<file path="config.mk">
export PLATFORM = sky130hd
export DESIGN_NAME = tdm_tx_serializer
export DESIGN_NICKNAME = d
export VERILOG_FILES = /design/src/rtl/tdm_tx_pkg.sv /design/src/rtl/tdm_slot_seq.sv /design/src/rtl/tdm_sync_gen.sv /design/src/rtl/tdm_data_path.sv /design/src/rtl/tdm_tx_serializer.sv
export SDC_FILE = /design/constraint.sdc
export NUM_CORES = 1
export LEC_CHECK = 0
export BUFFER_PORTS_ARGS = -buffer_cell sky130_fd_sc_hd__buf_2
export CORE_MARGIN = 5
export CORE_UTILIZATION = 60
export CTS_CLUSTER_SIZE = 40
export DETAILED_ROUTE_END_ITERATION = 16
export PLACE_DENSITY = 0.84
export SYNTH_ARGS = -nofsm -noshare
export SYNTH_HDL_FRONTEND = slang
export SYNTH_SLANG_ARGS = --single-unit
</file>
<file path="constraint.sdc">
create_clock -name clk -period 15.4 [get_ports clk]
set_clock_uncertainty 0.2 [all_clocks]
set_input_delay 0.77 -clock clk [delete_from_list [all_inputs] [get_ports clk]]
set_output_delay 0.77 -clock clk [all_outputs]
set_load 0.005 [all_outputs]
</file>
<file path="src/rtl/tdm_tx_pkg.sv">
package tdm_tx_pkg;
    localparam int DATA_W    = 32;
    localparam int IDX_W     = $clog2(DATA_W);
    localparam int MAX_SLOTS = 32;
    localparam int SLOT_W    = $clog2(MAX_SLOTS);
    localparam int SCNT_W    = IDX_W + 1;

    typedef enum logic [1:0] {
        ST_IDLE = 2'd0,
        ST_LEAD = 2'd1,
        ST_RUN  = 2'd2
    } seq_state_e;

    typedef struct packed {
        seq_state_e        st;
        logic [SLOT_W-1:0] word;
        logic [IDX_W-1:0]  bitn;
        logic              go;
    } seq_regs_t;

    typedef struct packed {
        logic [DATA_W-1:0] wd;
        logic              sd;
        logic              oe;
    } dp_regs_t;

    typedef struct packed {
        logic [SCNT_W-1:0] cnt;
        logic              act;
    } sync_regs_t;
endpackage

</file>
<file path="src/rtl/tdm_slot_seq.sv">
module tdm_slot_seq
    import tdm_tx_pkg::*;
(
    input  logic              clk,
    input  logic              rst_n,
    input  logic              bit_en,
    input  logic              tx_enable,
    input  logic              sync_early,
    input  logic [SLOT_W-1:0] frame_words,
    input  logic [IDX_W-1:0]  word0_bits,
    input  logic [IDX_W-1:0]  wordn_bits,
    output logic              busy,
    output logic              nx_run,
    output logic [SLOT_W-1:0] nx_word,
    output logic [IDX_W-1:0]  nx_bit,
    output logic              nx_wstart,
    output logic              nx_fstart,
    output logic              early_fire
);
    seq_regs_t r_q, r_d;
    logic [IDX_W-1:0] cur_last, nxt_last_idx;
    logic cur_at_last, cont, nx_last;

    always_comb begin
        r_d        = r_q;
        cur_last   = (r_q.word == '0) ? word0_bits : wordn_bits;
        cur_at_last = (r_q.bitn == cur_last);
        cont       = sync_early ? r_q.go : tx_enable;
        if (bit_en) begin
            case (r_q.st)
                ST_IDLE: begin
                    r_d.word = '0;
                    r_d.bitn = '0;
                    if (tx_enable) r_d.st = sync_early ? ST_LEAD : ST_RUN;
                end
                ST_LEAD: begin
                    r_d.st   = ST_RUN;
                    r_d.word = '0;
                    r_d.bitn = '0;
                end
                ST_RUN: begin
                    if (!cur_at_last) begin
                        r_d.bitn = r_q.bitn + 1'b1;
                    end else if (r_q.word != frame_words) begin
                        r_d.word = r_q.word + 1'b1;
                        r_d.bitn = '0;
                    end else begin
                        r_d.word = '0;
                        r_d.bitn = '0;
                        r_d.st   = cont ? ST_RUN : ST_IDLE;
                    end
                end
                default: r_d.st = ST_IDLE;
            endcase
        end
        nxt_last_idx = (r_d.word == '0) ? word0_bits : wordn_bits;
        nx_run    = bit_en && (r_d.st == ST_RUN);
        nx_word   = r_d.word;
        nx_bit    = r_d.bitn;
        nx_wstart = nx_run && (r_d.bitn == '0);
        nx_fstart = nx_wstart && (r_d.word == '0);
        nx_last   = nx_run && (r_d.word == frame_words) && (r_d.bitn == nxt_last_idx);
        if (nx_last) r_d.go = tx_enable;
        early_fire = sync_early && bit_en &&
                     ((r_d.st == ST_LEAD) || (nx_last && tx_enable));
        busy = (r_q.st != ST_IDLE);
    end

    always_ff @(posedge clk or negedge rst_n) begin
        if (!rst_n) r_q <= '{st: ST_IDLE, word: '0, bitn: '0, go: 1'b0};
        else        r_q <= r_d;
    end

    // A slot, once started, is never abandoned before its last bit
    assert_hold_slot_R8: assert property (@(posedge clk) disable iff (!rst_n)
        (bit_en && r_q.st == ST_RUN && !cur_at_last) |=> (r_q.st == ST_RUN));

    // Enabled, non-early: the last bit of a frame is followed by slot 0 bit 0
    assert_frame_wrap_R2: assert property (@(posedge clk) disable iff (!rst_n)
        (bit_en && r_q.st == ST_RUN && cur_at_last && r_q.word == frame_words
         && tx_enable && !sync_early)
        |=> (r_q.st == ST_RUN && r_q.word == '0 && r_q.bitn == '0));
endmodule

</file>
<file path="src/rtl/tdm_sync_gen.sv">
module tdm_sync_gen
    import tdm_tx_pkg::*;
(
    input  logic             clk,
    input  logic             rst_n,
    input  logic             bit_en,
    input  logic             launch,
    input  logic [IDX_W-1:0] sync_width,
    output logic             fs_act
);
    sync_regs_t s_q, s_d;

    always_comb begin
        s_d = s_q;
        if (bit_en) begin
            if (launch)            s_d.cnt = SCNT_W'(sync_width) + SCNT_W'(1);
            else if (s_q.cnt != 0) s_d.cnt = s_q.cnt - SCNT_W'(1);
            s_d.act = (s_d.cnt != '0);
        end
        fs_act = s_q.act;
    end

    always_ff @(posedge clk or negedge rst_n) begin
        if (!rst_n) s_q <= '0;
        else        s_q <= s_d;
    end

    assert_sync_start_R4: assert property (@(posedge clk) disable iff (!rst_n)
        (bit_en && launch) |=> fs_act);

    assert_sync_hold_R9: assert property (@(posedge clk) disable iff (!rst_n)
        !bit_en |=> $stable(fs_act));
endmodule

</file>
<file path="src/rtl/tdm_data_path.sv">
module tdm_data_path
    import tdm_tx_pkg::*;
(
    input  logic                 clk,
    input  logic                 rst_n,
    input  logic                 bit_en,
    input  logic                 nx_run,
    input  logic [SLOT_W-1:0]    nx_word,
    input  logic [IDX_W-1:0]     nx_bit,
    input  logic                 nx_wstart,
    input  logic [MAX_SLOTS-1:0] slot_mask,
    input  logic                 msb_first,
    input  logic [IDX_W-1:0]     first_bit,
    input  logic [DATA_W-1:0]    fifo_data,
    input  logic                 fifo_valid,
    output logic                 fifo_pop,
    output logic                 sd,
    output logic                 sd_oe
);
    dp_regs_t d_q, d_d;
    logic [IDX_W-1:0] idx;
    logic masked;

    always_comb begin
        d_d    = d_q;
        fifo_pop = 1'b0;
        masked = slot_mask[nx_word];
        idx    = msb_first ? (first_bit - nx_bit) : (first_bit + nx_bit);
        if (bit_en) begin
            if (nx_wstart && !masked) begin
                fifo_pop = fifo_valid;
                d_d.wd   = fifo_valid ? fifo_data : '0;
            end
            d_d.oe = nx_run && !masked;
            d_d.sd = d_d.oe ? d_d.wd[idx] : 1'b0;
        end
        sd    = d_q.sd;
        sd_oe = d_q.oe;
    end

    always_ff @(posedge clk or negedge rst_n) begin
        if (!rst_n) d_q <= '0;
        else        d_q <= d_d;
    end

    // A popped word is always placed on a driven pin on the next bit
    assert_pop_drives_R11: assert property (@(posedge clk) disable iff (!rst_n)
        fifo_pop |=> sd_oe);

    assert_mask_no_pop_R6: assert property (@(posedge clk) disable iff (!rst_n)
        fifo_pop |-> (!slot_mask[nx_word] && fifo_valid));

    assert_data_hold_R9: assert property (@(posedge clk) disable iff (!rst_n)
        !bit_en |=> ($stable(sd) && $stable(sd_oe)));
endmodule

</file>
<file path="src/rtl/tdm_tx_serializer.sv">
module tdm_tx_serializer
    import tdm_tx_pkg::*;
(
    input  logic                 clk,
    input  logic                 rst_n,
    input  logic                 bit_en,
    input  logic                 tx_enable,
    input  logic                 master,
    input  logic                 sync_pol,
    input  logic                 sync_early,
    input  logic                 msb_first,
    input  logic [IDX_W-1:0]     sync_width,
    input  logic [SLOT_W-1:0]    frame_words,
    input  logic [IDX_W-1:0]     word0_bits,
    input  logic [IDX_W-1:0]     wordn_bits,
    input  logic [IDX_W-1:0]     first_bit,
    input  logic [MAX_SLOTS-1:0] slot_mask,
    input  logic [DATA_W-1:0]    fifo_data,
    input  logic                 fifo_valid,
    output logic                 fifo_pop,
    output logic                 sd_out,
    output logic                 sd_oe,
    output logic                 fsync_out,
    output logic                 fsync_oe,
    output logic                 active
);
    logic              busy, nx_run, nx_wstart, nx_fstart, early_fire, launch, fs_act;
    logic [SLOT_W-1:0] nx_word;
    logic [IDX_W-1:0]  nx_bit;

    tdm_slot_seq u_seq (
        .clk(clk), .rst_n(rst_n), .bit_en(bit_en), .tx_enable(tx_enable),
        .sync_early(sync_early), .frame_words(frame_words),
        .word0_bits(word0_bits), .wordn_bits(wordn_bits),
        .busy(busy), .nx_run(nx_run), .nx_word(nx_word), .nx_bit(nx_bit),
        .nx_wstart(nx_wstart), .nx_fstart(nx_fstart), .early_fire(early_fire)
    );

    always_comb launch = sync_early ? early_fire : nx_fstart;

    tdm_sync_gen u_sync (
        .clk(clk), .rst_n(rst_n), .bit_en(bit_en), .launch(launch),
        .sync_width(sync_width), .fs_act(fs_act)
    );

    tdm_data_path u_dp (
        .clk(clk), .rst_n(rst_n), .bit_en(bit_en), .nx_run(nx_run),
        .nx_word(nx_word), .nx_bit(nx_bit), .nx_wstart(nx_wstart),
        .slot_mask(slot_mask), .msb_first(msb_first), .first_bit(first_bit),
        .fifo_data(fifo_data), .fifo_valid(fifo_valid), .fifo_pop(fifo_pop),
        .sd(sd_out), .sd_oe(sd_oe)
    );

    always_comb begin
        fsync_out = fs_act ^ sync_pol;
        fsync_oe  = master;
        active    = tx_enable | busy;
    end

    assert_drive_needs_active_R8: assert property (@(posedge clk) disable iff (!rst_n)
        sd_oe |-> active);
endmodule

</file>
=== Yosys cells after proc, flatten, opt, wreduce, memory -nomap -nowiden ===
Index checks and enable logic that the tools add are counted.

* Register bits: 54
* Bits in latches: 0
* Memory bits (writable): 0
* ROM bits: 0
* Input bits: 98
* Output and inout port bits: 6
* Logic and storage cells: 75
* Memories: 0

* Add/sub/neg operators: 6
* Multiply operators: 0
* Divide/modulo/power cells: 0
* Magnitude comparators: 2
* Equal/unequal tests: 8
* Shift-type cells: 0
* Multiplexer cells: 28
* Bitwise gates (word level): 2
* Reductions and logical operators: 20

{| class="wikitable"
|+ Operator list
! kind !! count
|-
| two-way mux 32 bit || 3
|-
| two-way mux 5 bit || 4
|-
| case mux 10 bit (2 select lines) || 1
|-
| two-way mux 6 bit || 3
|-
| equality test 5 bit || 3
|-
| logical NOT 5 bit || 3
|-
| less-than comparator 5 x 6 -> 1 bit (second input constant) || 2
|-
| two-way mux 12 bit || 1
|-
| nonzero test 6 bit || 2
|-
| adder 5 x 1 -> 5 bit (second input constant) || 2
|-
| binary-select mux 1 bit (select 5 bit) || 2
|-
| logical AND 1 bit || 10
|-
| two-way mux 10 bit || 1
|-
| two-way mux 2 bit || 4
|-
| two-way mux 1 bit || 7
|-
| two-way mux 7 bit || 1
|-
| adder 5 x 1 -> 6 bit (second input constant) || 1
|-
| case mux 2 bit (3 select lines) || 1
|-
| subtractor 6 x 1 -> 6 bit (second input constant) || 1
|-
| adder 5 bit || 1
|-
| inequality test 5 bit || 1
|-
| subtractor 5 bit || 1
|-
| equality test 2 x 1 -> 1 bit (second input constant) || 2
|-
| equality test 2 bit (second input constant) || 2
|-
| other kinds (7) || 7
|}

=== Longest topological paths before layout ===
Gate-level depths: netlist of the first run.

* Depth in word-level cells: 17
* Gate-level depth with buffers: 24
* Mapped depth without buffers: 24

=== By module ===
A second synthesis of the first run with hierarchy kept.

* Cell total of the unflattened synthesis: 571
* Area total of the unflattened synthesis: 4719.5 um^2

{| class="wikitable"
|+ Modules (own cells, without submodules)
! module !! instances !! cells each !! area each (um^2) !! sequential area each (um^2)
|-
| tdm_data_path || 1 || 321 || 2668.8 || 850.8
|-
| tdm_slot_seq || 1 || 173 || 1405.1 || 325.3
|-
| tdm_sync_gen || 1 || 73 || 608.1 || 175.2
|-
| tdm_tx_serializer || 1 || 4 || 37.5 || 0.0
|}

=== Least setup slack after synthesis of the first run ===
OpenSTA, ideal clock, no wires.

* Kind: register to register
* From: register u_seq.r_q[6] in the netlist's numbering
* To: register u_dp.d_q (netlist bit u_dp.sd)
* Setup time: 0.120 ns
* Arrival time: 5.033 ns
* Required time: 15.080 ns
* Setup slack: 10.047 ns
* Stages on the path, launching flop included: 19
* Buffers on the path: 3
* Clock period less this slack: 5.353 ns
* Cells stage by stage: dfrtp_1 inv_1 ha_1 or4b_4 mux2i_4 xnor2_1 nor3_2 o31ai_1 inv_1 ha_1 nor2_1 a21oi_1 fa_1 clkbuf_1 buf_1 clkbuf_1 mux2_2 a211o_1 a41o_1

* Elaborated cells between the ends (all ways): 29
* Those cells by class: add/sub (3); eq/ne (3); mux (16); reduce/logical (7)

{| class="wikitable"
|+ RTL lines
! what !! RTL line !! source
|-
| start, declared || tdm_slot_seq.sv:20 || <nowiki>seq_regs_t r_q, r_d;</nowiki>
|-
| start signal, assigned || tdm_slot_seq.sv:70 || <nowiki>if (!rst_n) r_q <= '{st: ST_IDLE, word: '0, bitn: '0, go: 1'b0};</nowiki>
|-
| start signal, assigned || tdm_slot_seq.sv:71 || <nowiki>else r_q <= r_d;</nowiki>
|-
| logical NOT 5 bit (*) || tdm_slot_seq.sv:26 || <nowiki>cur_last = (r_q.word == '0) ? word0_bits : wordn_bits;</nowiki>
|-
| two-way mux 5 bit (*) || tdm_slot_seq.sv:26 ||
|-
| equality test 5 bit (*) || tdm_slot_seq.sv:27 || <nowiki>cur_at_last = (r_q.bitn == cur_last);</nowiki>
|-
| two-way mux 5 bit (*) || tdm_slot_seq.sv:42 || <nowiki>if (!cur_at_last) begin</nowiki>
|-
| case mux 10 bit (2 select lines) (*) || tdm_slot_seq.sv:30 || <nowiki>case (r_q.st)</nowiki>
|-
| two-way mux 12 bit (*) || tdm_slot_seq.sv:29 || <nowiki>if (bit_en) begin</nowiki>
|-
| net nx_bit[0] || tdm_tx_serializer.sv:29 || <nowiki>logic [IDX_W-1:0] nx_bit;</nowiki>
|-
| parallel branches: the longest is 5 deep, another holds adder 5 bit || n/a ||
|-
| binary-select mux 1 bit (select 5 bit) (*) || tdm_data_path.sv:35 || <nowiki>d_d.sd = d_d.oe ? d_d.wd[idx] : 1'b0;</nowiki>
|-
| two-way mux 1 bit (not written as such) (*) || tdm_data_path.sv:35 ||
|-
| two-way mux 1 bit (*) || tdm_data_path.sv:35 ||
|-
| end signal, assigned || tdm_data_path.sv:42 || <nowiki>if (!rst_n) d_q <= '0;</nowiki>
|-
| end signal, assigned || tdm_data_path.sv:43 || <nowiki>else d_q <= d_d;</nowiki>
|-
| end, declared || tdm_data_path.sv:20 || <nowiki>dp_regs_t d_q, d_d;</nowiki>
|}

Mark *: on every way through the listed nets, which the timed path passes. The select of a mux whose other input is x is not followed.
A chain may end at the register's enable or synchronous reset.

=== Worst setup path after layout of the first run ===
* From: register u_seq.r_q[6] in the netlist's numbering
* To: output port fifo_pop

* Longest elaborated chain between the ends: 12
* Elaborated cells between the ends (all ways): 22
* Those cells by class: add/sub (1); eq/ne (3); mux (12); reduce/logical (6)

{| class="wikitable"
|+ RTL lines
! what !! RTL line !! source
|-
| parallel branches: the longest is 3 deep, another holds adder 5 x 1 -> 5 bit || n/a ||
|-
| two-way mux 7 bit (*) || tdm_slot_seq.sv:42 ||
|-
| case mux 10 bit (2 select lines) (*) || tdm_slot_seq.sv:30 ||
|-
| two-way mux 12 bit (*) || tdm_slot_seq.sv:29 ||
|-
| net nx_word[2] || tdm_tx_serializer.sv:28 || <nowiki>logic [SLOT_W-1:0] nx_word;</nowiki>
|-
| binary-select mux 1 bit (select 5 bit) (*) || tdm_data_path.sv:27 || <nowiki>masked = slot_mask[nx_word];</nowiki>
|-
| two-way mux 1 bit (not written as such) (*) || tdm_data_path.sv:27 ||
|-
| logical NOT 1 bit (*) || tdm_data_path.sv:30 || <nowiki>if (nx_wstart && !masked) begin</nowiki>
|-
| logical AND 1 bit (*) || tdm_data_path.sv:30 ||
|-
| two-way mux 1 bit (*) || tdm_data_path.sv:30 ||
|-
| two-way mux 1 bit (*) || tdm_data_path.sv:29 || <nowiki>if (bit_en) begin</nowiki>
|-
| end, declared || tdm_tx_serializer.sv:20 || <nowiki>output logic fifo_pop,</nowiki>
|}

Marked as above.

==> results of run 1 <==
per-layer routing:
| metal | routed length (µm) | up-vias | part of all wire, % | global-route usage, % |
|---|---|---|---|---|
| li1 | - | 2330 | - | - |
| met1 | 5110 | 2275 | 39 | 31.9 |
| met2 | 6600 | 256 | 50 | 47.0 |
| met3 | 949 | 53 | 7.2 | 3.61 |
| met4 | 520 | 0 | 3.9 | 13.9 |
| met5 | 0 | - | 0 | 0 |
logic make-up after synthesis:
kind of cell | after synthesis | synth area share (%)
compound gates | 155 | 21.3
xor+xnor | 29 | 5.53
fa+ha+maj | 13 | 3.60
buf+inv | 67 | 5.82
flops | 54 | 28.6
mux | 41 | 9.57
simple gates | 244 | 25.6
synthesized netlist by cell type (4+ instances only):
cell type | number | area (µm²)
dfrtp_1 | 54 | 1350
and2_1 | 9 | 56.3
nor2_1 | 24 | 90.1
a22oi_1 | 4 | 30.0
a21o_1 | 6 | 45.0
ha_1 | 12 | 150
nand3_1 | 22 | 110
nor2b_1 | 6 | 37.5
xnor2_1 | 23 | 201
nand2_1 | 114 | 428
or3_1 | 6 | 37.5
buf_2 | 5 | 25.0
clkbuf_1 | 25 | 93.8
and3_1 | 11 | 68.8
xor2_1 | 5 | 43.8
a21oi_1 | 30 | 150
inv_1 | 30 | 113
nand4_1 | 14 | 87.6
mux2_2 | 14 | 158
a22o_1 | 6 | 52.6
nor3_1 | 11 | 55.1
o21ai_1 | 6 | 30.0
nand2b_1 | 4 | 25.0
o21ai_0 | 47 | 235
a31oi_1 | 8 | 50.1
o211ai_1 | 9 | 67.6
mux2i_1 | 25 | 250
a211oi_1 | 12 | 90.1
nor4_1 | 5 | 31.3
report_power, final:
| part | total (mW) | leakage, nW | switching, mW | internal (mW) |
|---|---|---|---|---|
| clock network | 0.0955 | 0.0514 | 0.0469 | 0.0486 |
| registers | 0.218 | 0.703 | 0.0344 | 0.183 |
| logic | 0.343 | 1.72 | 0.195 | 0.148 |
| total | 0.657 | 2.48 | 0.276 | 0.380 |
state kept, by name, indices dropped and copies added (netlist names):
signal and count:
u_dp.sd_oe 1, u_sync.s_q 6, u_dp.d_q 32, u_dp.sd 1
u_seq.r_q 13, u_sync.fs_act 1
through the flow:
| stage | total power, mW | setup slack, ns |
|---|---|---|
| floorplan | 0.471 | 10.05 |
| global placement | 0.542 | 9.80 |
| detailed placement | 0.556 | 9.61 |
| CTS | 0.654 | 9.44 |
| global route | 0.711 | 9.00 |
| finish | 0.657 | 9.34 |
cell type report:
| type | count | area, µm² |
|---|---|---|
| Clock buffer | 6 | 72.6 |
| Clock inverter | 2 | 37.5 |
| Fill cell | 640 | 2320 |
| Inverter | 33 | 126 |
| Multi-Input combinational cell | 482 | 3110 |
| Sequential cell | 54 | 1350 |
| Tap cell | 102 | 128 |
| Timing Repair Buffer | 106 | 543 |
worst paths after layout:
path | from | endpoint | slack, ns | cells after the start
worst max-delay path | u_seq.r_q[6]$_DFF_PN0_ | fifo_pop | 9.34 | 14
worst min-delay path | u_dp.d_q[23]$_DFFE_PN0P_ | u_dp.d_q[23]$_DFFE_PN0P_ | 0.29 | 2
worst max register to register | u_seq.r_q[6]$_DFF_PN0_ | u_dp.sd$_DFFE_PN0P_ | 9.42 | 23
worst min register to register | u_dp.d_q[23]$_DFFE_PN0P_ | u_dp.d_q[23]$_DFFE_PN0P_ | 0.29 | 2
max in group asynchronous | rst_n | u_seq.r_q[7]$_DFF_PN0_ | 14.16 | 2
min in group asynchronous | rst_n | u_dp.d_q[18]$_DFFE_PN0P_ | 0.38 | 2
worst reg2reg max path: stages (launching register included):
cell and delay, ns:
dfrtp_1 0.46, inv_1 0.09, ha_1 0.16, or4b_4 0.50, mux2i_4 0.22, xnor2_1 0.29, nor3_2 0.19, o31ai_1 0.59
inv_1 0.16, ha_1 0.32, nor2_1 0.04, a21oi_1 0.24, inv_1 0.09, ha_1 0.27, nor2b_1 0.13, o21ai_0 0.23
nand2b_1 0.17, xnor2_1 0.20, or3_1 0.45, a211oi_1 0.32, mux2i_1 0.12, o211ai_1 0.13, o41ai_1 0.09, a41o_1 0.21
==> results.md, run 1 <==
* # resized after CTS at 0
* Vias per Instance at around 6.3
* Synth Instances at between 600 and 700
* Overall global routing resource usage at 26.8%
* Hold slack final at about 0.29 ns
* WP data required at between 10 and 15 ns
* Top_reg_cell synth: dfrtp_1
* Yosys cell types at 68
* Lkg Pwr at between 2 and 2.5 nW
* Tcrit/Tclk final at about two fifths
* Most used cell, CP: nor2_1
* TritonCTS clock tree: done
* Mean Syn Cell Area at 7.85 µm²
* Crit path buffers/inverters at 4
* Async set-or-reset flop fraction in the synthesized netlist at 100%
* Initial Util at about three fifths
* Worst Path Arrival at roughly 5 ns
* Final hold vios at 0
* Area of the mapped netlist at ~0.0047 mm²
* Outcome: finished, final reports clean
* IO Pins at between 100 and 150
* Register area share after synthesis at approximately 29%
* Commonest non-fill, non-tap cell in the layout: nand2_1
* DRT Pass-1 Iters at 7
* Top delay family on crit path: simple AND/OR/NAND/NOR gates
* Hold Crit Class: reg -> reg
* Clock-pin transition on the worst setup and hold timing paths at 0.10 ns
* Die area at 0.00976 mm²
* Clk sinks at 54
* Gr ovfl total at 0
* Seq cells post-synth at 54
* Fin cells at roughly 800
* Die X at 98.8 µm
* Critical Path Max Stage Delay at approximately 0.62 ns
* Num CTS Buffers at 5
* Largest net degree at the start of global routing at 70
* Final TNS setup at 0 ns
* Most frequent cells in the layout: nand2_1, buf_2, dfrtp_1, o21ai_0
* Clock Latency Late Sink at between 0.3 and 0.4 ns
* Placement Cell Area at about 0.0053 mm²
* Hold-fix buffers at CTS at 0
* DR WL/cell at around 17 µm
* Slew @ Worst Pin at between 0.9 and 1 ns
* Detail Route Antenna Nets at 0
* N_diodes at 0
* Area grow syn2layout at 13.4%
* Tmin final at 6.06 ns
* 1st-iter DRT viols at ~390
* Final Core Density at 69.8%
* H-tree lvl count at 2
* Share of cells above drive strength 1 at 21.1%
* Clock root buffer master: clkbuf_8
* Final instance area at 0.00536 mm²
* Rows at 32
* WS Path Type: reg -> out
* PortBufs at ~100
* Fin nets at 793
* Post-CTS Setup Repair Bufs at 0
* Max-slew violations at 0
* Rel. slew slack at between 30 and 40%
* Total wire length at ~13,000 µm
* CP max stage cell: nor2_1
* Max IR drop VDD at about 73 µV
* Detailed Place HPWL at just over 10,000 µm
* Final setup vio count at 0
* Cell Pwr Density at around 120 mW/mm²
* Max cap viols at 0
* First-pass GRT wire length at 22,100 µm
* Die Span Y at just under 100 µm
* Initial antenna violation count at 0
* Routability cong. at between 0.9 and 1
* RSZ-0062 raised after global routing: no
* Post-synth EDFFs at 0
* Placed Cells at a little under 800
* CP cell instances: inv_1, ha_1, or4b_4, mux2i_4, xor2_2, nand3_1, o311a_1, nor2_1, inv_2, or3_1, nand4_1, buf_4, nor2_1, buf_2
* Remaining DRCs at 0
* Vias in the first global route at between 4k and 5k
* CTS Buffer Depth at 2
* CP Capture Type: output port
* DR vias at ~4.9k
* Core area at approximately 0.0077 mm²
* CP max FO at between 60 and 70
* Type of origin of the critical path: register
* Yosys warnings at 0
* Fmax at between 150 and 200 MHz
* Syn Nets at 714
No activity file was read; power rests on OpenSTA's default activity.
==> run 2, diff against run 1 <==
Settings changed: CORE_UTILIZATION 60 to 50, PLACE_DENSITY 0.84 to 0.74.
Clock period 15.4 ns to 4.9 ns, I/O delays scaled along.
==> results.md, run 2 (same netlist as run 1, synthesis figures left out) <==
* Vias per Instance at 5.88
* H-tree lvl count at 2
* WS Path Type: reg -> reg
* Worst r2r path cells at 23
* Core area at approximately 0.009 mm²
* Final Core Density at 66.8%
* Detailed Place HPWL at ~11,000 µm
* Failing checks: negative hold slack
* Worst r2r dst: u_dp.sd$_DFFE_PN0P_
* Hold slack final at -0.00532 ns
* Gr ovfl total at 0
* Max cap viols at 0
* Die X at roughly 110 µm
* Share of cells above drive strength 1 at 29.9%
* Regs by FF count: u_dp.d_q: 32 flops, u_seq.r_q: 13 flops, u_sync.s_q: 6 flops
* Hold Crit Class: in -> reg
* Remaining DRCs at 0
* Biggest register: u_dp.d_q
* Clk sinks at 54
* Final TNS setup at 0 ns
* Rel. slew slack at 52.7%
* CP Capture Type: register
* Routability cong. at about 0.95
* Cell Pwr Density at between 300 and 400 mW/mm²
* Initial Util at approximately half
* Worst hold start: fifo_data[7]
* N_diodes at 0
* PortBufs at 101
* Area grow syn2layout at 30.5%
* TritonCTS clock tree: done
* Clock root buffer master: clkbuf_8
* IO Pins at around 100
* Tcrit/Tclk final at 98.2%
* Placed Cells at about 840
* Type of origin of the critical path: register
* Clock-pin transition on the worst setup and hold timing paths at 0.11 ns
* Die Span Y at 107 µm
* Vias in the first global route at ~5.1k
* Max FFs per register at 32
* DR WL/cell at 16.7 µm
* First-pass GRT wire length at 23,600 µm
* WP data required at ~4.9 ns
* RSZ-0062 raised after global routing: yes
* DRT Pass-1 Iters at 6
* Slew @ Worst Pin at ~0.71 ns
* Max-slew violations at 0
* Max IR drop VDD at approximately 260 µV
* Fillcell total at around 730
* Fin nets at between 800 and 900
* Overall global routing resource usage at 25.0%
* Die area at 0.0115 mm²
* Final setup vio count at 0
* Commonest non-fill, non-tap cell in the layout: nand2_1
* Tmin final at approximately 4.8 ns
* Most frequent cells in the layout: nand2_1, buf_2, dfrtp_1, buf_4, o21ai_0
* Tot Pwr at ~2.2 mW
* FF-to-FF Start: u_seq.r_q[6]$_DFF_PN0_
* Final hold vios at 3
* Hold path cells at 3
* Num CTS Buffers at 5
* Fin cells at a little under 900
* Largest net degree at the start of global routing at 55
* Fmax at ~210 MHz
* Worst Path Arrival at slightly below 5 ns
* 1st-iter DRT viols at 412
* Outcome: finished with violations
* Rows at 35
* Placement Cell Area at 0.00559 mm²
* Hold path endpoint: u_dp.d_q[9]$_DFFE_PN0P_
* Total wire length at 14,700 µm
* Final instance area at ~0.006 mm²
* CP max FO at 5
* Clock Latency Late Sink at between 0.3 and 0.4 ns
* Reg2reg setup slack at around 0.086 ns
* DR vias at 5,168
* Detail Route Antenna Nets at 0
* Lkg Pwr at between 2 and 3 nW
* CTS Buffer Depth at 2
* Initial antenna violation count at 0
==> run 2: cell type report <==
| cell class | instances | area, µm² | share of cell area [%] |
|---|---|---|---|
| Multi-Input combinational cell | 482 | 3310 | 53.7 |
| Clock inverter | 2 | 13.8 | 0.223 |
| Inverter | 33 | 126 | 2.05 |
| Sequential cell | 54 | 1350 | 21.9 |
| Clock buffer | 6 | 72.6 | 1.18 |
| Tap cell | 129 | 161 | 2.61 |
| Timing Repair Buffer | 173 | 1130 | 18.4 |
==> run 2: metal layers <==
metal / up-vias / track usage [%] / routed length, µm
met1: 2439 / 30.5 / 6020
met4: 0 / 9.95 / 530
met2: 216 / 44.3 / 7280
met3: 54 / 3.24 / 889
met5: - / 0 / 0
li1: 2459 / - / -
==> run 2: per-stage QoR <==
stage | hold slack, ns | setup slack [ns]
2_1_floorplan | -0.251 | 0.0879
3_3_place_gp | 0.225 | 0.107
3_5_place_dp | 0.237 | -0.0347
4_1_cts | 0.0000208 | 0.00939
5_1_grt | 0.00251 | -0.111
6_report | -0.00532 | 0.0858
==> run 2: worst max path at each step <==
stage	startpoint	end	slack, ns
after floorplan	u_seq.r_q[6]$_DFF_PN0_	u_dp.sd$_DFFE_PN0P_	0.09
after CTS	u_seq.r_q[7]$_DFF_PN0_	u_dp.sd$_DFFE_PN0P_	0.009
after global placement	u_seq.r_q[8]$_DFF_PN0_	u_dp.sd$_DFFE_PN0P_	0.11
final	u_seq.r_q[6]$_DFF_PN0_	u_dp.sd$_DFFE_PN0P_	0.09
after global routing	u_seq.r_q[7]$_DFF_PN0_	u_dp.sd$_DFFE_PN0P_	-0.11
after detailed placement	u_seq.r_q[7]$_DFF_PN0_	u_dp.sd$_DFFE_PN0P_	-0.03
==> run 2: what timing repair did <==
item / 4_1_cts / 5_1_grt
gates resized for setup: 8 / 38
hold endpoints to repair: 77 / 0
hold buffers: 24 / 0
endpoints found under the setup margin: 1 / 9
gates cloned: 0 / 0
pin swaps: 1 / 20
buffers inserted: 1 / 7
==> run 2: worst max-delay path, stage by stage (launching register included) <==
cell and delay, ns:
dfrtp_1 0.41, inv_2 0.07, ha_4 0.13, or4b_4 0.50
mux2i_4 0.22, xnor2_2 0.22, nor3_4 0.11, o31ai_2 0.25
inv_1 0.08, ha_1 0.30, nor2_2 0.05, a21oi_2 0.13
inv_1 0.06, ha_1 0.26, nor2b_1 0.13, o21ai_1 0.13
nand2b_1 0.15, xnor2_2 0.20, or3_4 0.36, a211oi_2 0.20
mux2i_1 0.09, o211ai_1 0.12, o41ai_2 0.11, a41o_1 0.22
==> run 2: power by group <==
part / internal [mW] / leakage (nW) / switching, mW
Sequential: 0.576 / 0.703 / 0.107
Combinational: 0.615 / 2.11 / 0.676
Clock: 0.102 / 0.0452 / 0.156
